## config.mk

```make
export PLATFORM = sky130hd
export DESIGN_NAME = sysctl_regbank
export DESIGN_NICKNAME = d
export VERILOG_FILES = /design/src/rtl/sysctl_pkg.sv /design/src/rtl/sysctl_decode.sv /design/src/rtl/sysctl_regs.sv /design/src/rtl/sysctl_regbank.sv
export SDC_FILE = /design/constraint.sdc
export NUM_CORES = 1
export LEC_CHECK = 0
export BUFFER_PORTS_ARGS = -buffer_cell sky130_fd_sc_hd__buf_2
export CAP_MARGIN = 25
export CORE_AREA = 2 2 93 95
export DETAILED_ROUTE_END_ITERATION = 10
export DIE_AREA = 0 0 95 97
export PLACE_DENSITY = 0.76
export SLEW_MARGIN = 30
export SYNTH_ARGS = -nofsm -noshare
export SYNTH_HDL_FRONTEND = slang
export SYNTH_SLANG_ARGS = --single-unit
```

## constraint.sdc

```tcl
create_clock -name clk -period 4 [get_ports clk]
set_input_delay 0.4 -clock clk [delete_from_list [all_inputs] [get_ports clk]]
set_output_delay 0.4 -clock clk [all_outputs]
set_load 0.05 [all_outputs]
```

## src/rtl/sysctl_pkg.sv

```systemverilog
package sysctl_pkg;

  localparam int NUM_REGS = 3;

  typedef enum logic [1:0] {
    SEL_CFG   = 2'd0,
    SEL_VER   = 2'd1,
    SEL_ENTRY = 2'd2
  } regSel_e;

  // strobes from the decoder to the register datapath
  typedef struct packed {
    logic [NUM_REGS-1:0] wrSel;
    logic [NUM_REGS-1:0] rdSel;
    logic                rdLoad;
  } ctlStrobes_t;

endpackage

```

## src/rtl/sysctl_decode.sv

```systemverilog
module sysctl_decode
  import sysctl_pkg::*;
#(
  parameter int ADDR_W = 10,
  parameter int BE_W = 4,
  parameter logic [ADDR_W-1:0] CFG_OFS = 10'h004,
  parameter logic [ADDR_W-1:0] VER_OFS = 10'h024,
  parameter logic [ADDR_W-1:0] ENTRY_OFS = 10'h0BC
) (
  input  logic              clk,
  input  logic              rstN,
  input  logic [ADDR_W-1:0] busAddr,
  input  logic [BE_W-1:0]   busByteEn,
  input  logic              busWrEn,
  input  logic              busRdEn,
  output ctlStrobes_t       strobes,
  output logic              busErr
);

  localparam int LSB_W = $clog2(BE_W);
  localparam logic [NUM_REGS-1:0][ADDR_W-1:0] OFS_TABLE = {ENTRY_OFS, VER_OFS, CFG_OFS};

  logic [NUM_REGS-1:0] hitVec;
  logic aligned;
  logic fullWord;
  logic legal;
  logic anyAccess;
  logic badAccess;

  assign aligned   = (busAddr[LSB_W-1:0] == '0);
  assign fullWord  = &busByteEn;
  assign anyAccess = busWrEn | busRdEn;

  for (genvar i = 0; i < NUM_REGS; i++) begin : g_hit
    assign hitVec[i] = (busAddr[ADDR_W-1:LSB_W] == OFS_TABLE[i][ADDR_W-1:LSB_W]);
  end

  assign legal     = aligned & fullWord & (|hitVec);
  assign badAccess = anyAccess & ~legal;

  always_comb begin
    strobes.wrSel  = (busWrEn & legal) ? hitVec : '0;
    strobes.rdSel  = (busRdEn & legal) ? hitVec : '0;
    strobes.rdLoad = busRdEn;
  end

  always_ff @(posedge clk) begin
    if (!rstN) busErr <= 1'b0;
    else       busErr <= badAccess;
  end

  // partial or misaligned access always flags an error next cycle
  a_r7_bad_flagged: assert property (@(posedge clk) disable iff (!rstN)
    (anyAccess && (busByteEn != {BE_W{1'b1}} || busAddr[LSB_W-1:0] != '0)) |=> busErr);

  // partial or misaligned access never selects a register
  a_r7_no_select: assert property (@(posedge clk) disable iff (!rstN)
    (busByteEn != {BE_W{1'b1}}) |-> (strobes.wrSel == '0 && strobes.rdSel == '0));

  // idle cycle leaves no error behind
  a_r8_idle_quiet: assert property (@(posedge clk) disable iff (!rstN)
    !anyAccess |=> !busErr);

  // at most one register selected per direction
  a_r6_single_sel: assert property (@(posedge clk) disable iff (!rstN)
    $onehot0(strobes.wrSel) && $onehot0(strobes.rdSel));

endmodule

```

## src/rtl/sysctl_regs.sv

```systemverilog
module sysctl_regs
  import sysctl_pkg::*;
#(
  parameter int DATA_W = 32,
  parameter logic [15:0] VER_CODE = 16'h1701,
  parameter logic [DATA_W-1:0] CFG_RST = 32'h0000_1300,
  parameter int UNLOCK_BIT = 15
) (
  input  logic              clk,
  input  logic              rstN,
  input  ctlStrobes_t       strobes,
  input  logic [DATA_W-1:0] busWdata,
  output logic [DATA_W-1:0] busRdata
);

  localparam int VER_SHIFT = UNLOCK_BIT + 1;

  logic [DATA_W-1:0] cfgReg;
  logic [DATA_W-1:0] entryReg;
  logic              unlockBit;
  logic [DATA_W-1:0] verView;
  logic [DATA_W-1:0] readWord;

  always_ff @(posedge clk) begin
    if (!rstN) begin
      cfgReg    <= CFG_RST;
      entryReg  <= '0;
      unlockBit <= 1'b0;
    end else begin
      if (strobes.wrSel[SEL_CFG])   cfgReg    <= busWdata;
      if (strobes.wrSel[SEL_ENTRY]) entryReg  <= busWdata;
      if (strobes.wrSel[SEL_VER])   unlockBit <= busWdata[UNLOCK_BIT];
    end
  end

  always_comb begin
    verView = '0;
    if (unlockBit) begin
      verView[UNLOCK_BIT] = 1'b1;
      verView[VER_SHIFT +: 16] = VER_CODE;
    end
  end

  always_comb begin
    readWord = '0;
    if (strobes.rdSel[SEL_CFG])   readWord = readWord | cfgReg;
    if (strobes.rdSel[SEL_VER])   readWord = readWord | verView;
    if (strobes.rdSel[SEL_ENTRY]) readWord = readWord | entryReg;
  end

  always_ff @(posedge clk) begin
    if (!rstN)               busRdata <= '0;
    else if (strobes.rdLoad) busRdata <= readWord;
  end

  // full-word write to the configuration register lands intact
  a_r2_cfg_write: assert property (@(posedge clk) disable iff (!rstN)
    strobes.wrSel[SEL_CFG] |=> cfgReg == $past(busWdata));

  // only the unlock bit of the written word is kept
  a_r3_ver_write: assert property (@(posedge clk) disable iff (!rstN)
    strobes.wrSel[SEL_VER] |=> unlockBit == $past(busWdata[UNLOCK_BIT]));

  // locked identification read returns zero
  a_r4_locked_zero: assert property (@(posedge clk) disable iff (!rstN)
    (strobes.rdSel[SEL_VER] && !unlockBit) |=> busRdata == '0);

  // unlocked identification read shows the code
  a_r5_unlocked_code: assert property (@(posedge clk) disable iff (!rstN)
    (strobes.rdSel[SEL_VER] && unlockBit) |=>
      (busRdata[VER_SHIFT +: 16] == VER_CODE && busRdata[UNLOCK_BIT:0] == {1'b1, {UNLOCK_BIT{1'b0}}}));

  // read data holds between reads
  a_r9_hold: assert property (@(posedge clk) disable iff (!rstN)
    !strobes.rdLoad |=> $stable(busRdata));

endmodule

```

## src/rtl/sysctl_regbank.sv

```systemverilog
module sysctl_regbank
  import sysctl_pkg::*;
#(
  parameter int ADDR_W = 10,
  parameter int DATA_W = 32,
  parameter logic [15:0] VER_CODE = 16'h1701,
  parameter logic [DATA_W-1:0] CFG_RST = 32'h0000_1300,
  parameter logic [ADDR_W-1:0] CFG_OFS = 10'h004,
  parameter logic [ADDR_W-1:0] VER_OFS = 10'h024,
  parameter logic [ADDR_W-1:0] ENTRY_OFS = 10'h0BC
) (
  input  logic              clk,
  input  logic              rstN,
  input  logic [ADDR_W-1:0] busAddr,
  input  logic [DATA_W-1:0] busWdata,
  input  logic [DATA_W/8-1:0] busByteEn,
  input  logic              busWrEn,
  input  logic              busRdEn,
  output logic [DATA_W-1:0] busRdata,
  output logic              busErr
);

  localparam int BE_W = DATA_W / 8;

  ctlStrobes_t strobes;

  sysctl_decode #(
    .ADDR_W(ADDR_W), .BE_W(BE_W),
    .CFG_OFS(CFG_OFS), .VER_OFS(VER_OFS), .ENTRY_OFS(ENTRY_OFS)
  ) u_decode (
    .clk(clk), .rstN(rstN), .busAddr(busAddr), .busByteEn(busByteEn),
    .busWrEn(busWrEn), .busRdEn(busRdEn), .strobes(strobes), .busErr(busErr)
  );

  sysctl_regs #(
    .DATA_W(DATA_W), .VER_CODE(VER_CODE), .CFG_RST(CFG_RST), .UNLOCK_BIT(15)
  ) u_regs (
    .clk(clk), .rstN(rstN), .strobes(strobes), .busWdata(busWdata), .busRdata(busRdata)
  );

endmodule

```

==> results.md <==
* Final Util at 0.569
* Endpoints failing setup at 0
* Min-delay worst type: in -> reg
* RR Endpoint: u_regs.busRdata[15]$_SDFFE_PN0P_
* Placer Congestion at 0.756
* Skew final at 0.0100 ns
* Number of max-cap violations at 0
* FP Rows at 33
* Clk sinks at 98
* Area of the mapped netlist at 0.00401 mm^2
* Num ports at 83
* Antenna Nets Post-Route at 0
* # Post-CTS Setup Buffers at 0
* First-pass GRT wire length at 15.8 mm
* Inserted Clock Buffers at 9
* Mapped Nets at 504
* Reg2Reg Depth at 2
* Die Ht at 97 um
* H-Tree Depth at 3
* Dpl hpwl at 6.10 mm
* Hold buffer count at CTS at 0
* Mapped Cells at 454
* DR vias/cell at 5.56
* Xor-xnor portion of the synthesized cell area at 0
* Count of cell types in the netlist at 29
* Final non-filler cell total at 626
* Worst setup EP type: register
* Drt total wl at 9.62 mm
* Yosys warning count at 0
* Pre-antenna DRT Iters at 5
* P&R area growth vs syn at 15.3%
* TritonCTS clock tree: yes
* Grt total ovfl at 0
* Seq cells post-synth at 98
* Violation count after the first detailed-route iteration at 211
* Min Hold Slack at 0.301 ns
* Cell Pwr Density at 386 mW/mm^2
* Final Hold Viols at 0
* Critical path required time at 4.27 ns
* Total vias in the final route at 3483
* Simple-gate area share of the yosys netlist at 0.185
* Adder-Cell Fraction of Synth Area at 0
* VDD IR max at 0.163 mV
* Worst R2R Start: u_regs.unlockBit$_SDFFE_PN0P_
* Largest family of logic cells by synthesized area: simple AND/OR/NAND/NOR gates
* Sequential share of the synthesized area at 0.489
* Layout fillers at 738
* Startpoint types: primary input
* Unrepaired setup endpoints after global routing: false
* Vias in the first global route at 3388
* Initial antenna violation count at 0
* Chip width at 95 um
* Share of layout cells above drive strength 1 at 0.217
* Layout net count at 566
* Average instance area after synthesis at 8.84 um^2
* Slew HR at 0.380
* Crit Path Max Fanout at 29
* Critical path class: in -> reg
* Hold path depth at 3
* Total power at 1.79 mW
* Fmax at 453 MHz
* Resized cells post-CTS at 0
* Diodes inserted at 0
* Residual DRC at 0
* Hold wc startpoint: busWdata[1]
* Post-Place Cells at 610
* Synth Area in Compound Gates at 0.124
* Tcrit/Tclk final at 0.552
* Post-synthesis mux area share at 0.155
* Status: complete, no violations
* Port bufs at 82
* Worst slew pin tran at 0.929 ns
* Worst Hold End: u_regs.entryReg[1]$_SDFFE_PN0P_
* GRT Overall Usage at 0.216
* Core area at 0.00813 mm^2
* Pin count of the biggest net entering global routing at 131
* Avg WL per Cell at 15.4 um
* Clock Path Buffers at 2
* Initial Util at 0.493
* Min Clock Period, post-route at 2.21 ns
* Setup slack of the most critical reg-to-reg path at 2.85 ns
* Clock latency on the worst-skew pair at 0.36 ns
* Data arrival time of the worst path at 2.48 ns
* Leak at 1.99 nW
* Slew Limit Fails at 0
* CTS root buf: clkbuf_8
* Fin Setup TNS at 0 ns
* Die ar. at 0.00922 mm^2
* Reg clk slew, reported paths at 0.09 ns
routing by layer:
metal,track usage,part of all wire,vias up
met5,0,0,-
met4,0.0680,0.016,0
met3,0.0460,0.066,14
met2,0.354,0.48,121
met1,0.282,0.44,1653
li1,-,-,1695
per-stage QoR:
step	worst slack [ns]	area, um^2
6_report	1.79	4630
2_1_floorplan	2.12	4010
4_1_cts	1.80	4630
3_3_place_gp	1.54	4420
3_5_place_dp	1.44	4440
5_1_grt	1.68	4630
final cells by class:
type                            instances  area (um^2)  share of cell area
Sequential cell                        98         1960               0.424
Multi-Input combinational cell        318         1880               0.406
Timing Repair Buffer                   87          462              0.0997
Clock buffer                           11          151              0.0327
Tap cell                              105          131              0.0284
Clock inverter                          5         36.3             0.00784
Inverter                                2         7.51             0.00162
worst max-delay path by stage:
stage                                           to  slack (ns)  startpoint  cells after the start
floorplan           u_regs.cfgReg[21]$_SDFFE_PN0P_        2.12  busAddr[6]                      8
global placement    u_regs.cfgReg[26]$_SDFFE_PN0P_        1.54  busAddr[6]                      5
detailed placement   u_regs.cfgReg[1]$_SDFFE_PN0P_        1.44  busAddr[6]                      5
CTS                  u_regs.cfgReg[1]$_SDFFE_PN0P_        1.80  busAddr[6]                      5
global route         u_regs.cfgReg[1]$_SDFFE_PN0P_        1.68  busAddr[6]                      5
finish               u_regs.cfgReg[1]$_SDFFE_PN0P_        1.79  busAddr[6]                      5
cells in the final DEF (no fill, tap or decap), drive strengths merged, types with 7 or more instances in the layout:
master and count:
mux2i 62, dfxtp 98, a31oi 10, nand4 7, nand2 105, clkbuf 11
nand3 31, o21ai 37, a21oi 50, buf 87
synthesized netlist by cell type:
cell | number | area share
nand4b_1 | 1 | 0.0022
nand2b_1 | 1 | 0.0016
nor4_2 | 1 | 0.0031
nor3_4 | 1 | 0.0041
nor4b_1 | 1 | 0.0022
and3_1 | 1 | 0.0016
inv_1 | 1 | 0.00093
or3_1 | 1 | 0.0016
nand4bb_2 | 1 | 0.0041
clkbuf_1 | 24 | 0.022
nor2_1 | 3 | 0.0028
nand2_1 | 105 | 0.098
or4_1 | 1 | 0.0019
nand4_1 | 7 | 0.011
buf_8 | 1 | 0.0037
a21oi_1 | 50 | 0.062
buf_12 | 1 | 0.0050
or4b_4 | 1 | 0.0034
inv_2 | 1 | 0.00093
buf_2 | 7 | 0.0087
buf_4 | 3 | 0.0056
dfxtp_1 | 98 | 0.49
nor4_4 | 1 | 0.0053
a31oi_1 | 10 | 0.016
nand3_1 | 31 | 0.039
nor3_2 | 1 | 0.0025
o21ai_0 | 37 | 0.046
mux2i_1 | 62 | 0.15
nor3_1 | 1 | 0.0012
cell families (layout without fill, tap and decap cells):
| family | count (synthesis) | in the layout |
|---|---|---|
| AOI/OAI and AO/OA | 97 | 97 |
| buffers and inverters | 38 | 105 |
| DFF | 98 | 98 |
| muxes | 62 | 62 |
| and+or+nand+nor | 159 | 159 |
state kept, by name (all words and copies together), names as in the netlist:
name / count
u_decode.busErr: 1
u_regs.cfgReg: 32
u_regs.entryReg: 32
u_regs.unlockBit: 1
u_regs.busRdata: 32
critical path: stages:
cell     delay (ns)
buf_2          0.10
or3_1          0.54
nor3_4         0.28
and3_2         0.85
mux2i_1        0.30
where the power goes:
group / leakage [nW] / switching, mW / internal, mW / total (mW)
sequential: 0.795 / 0.00780 / 0.991 / 0.999
combinational: 1.09 / 0.132 / 0.0493 / 0.182
clock: 0.100 / 0.341 / 0.264 / 0.605
Note: power is estimated with default switching activity, not from simulation.
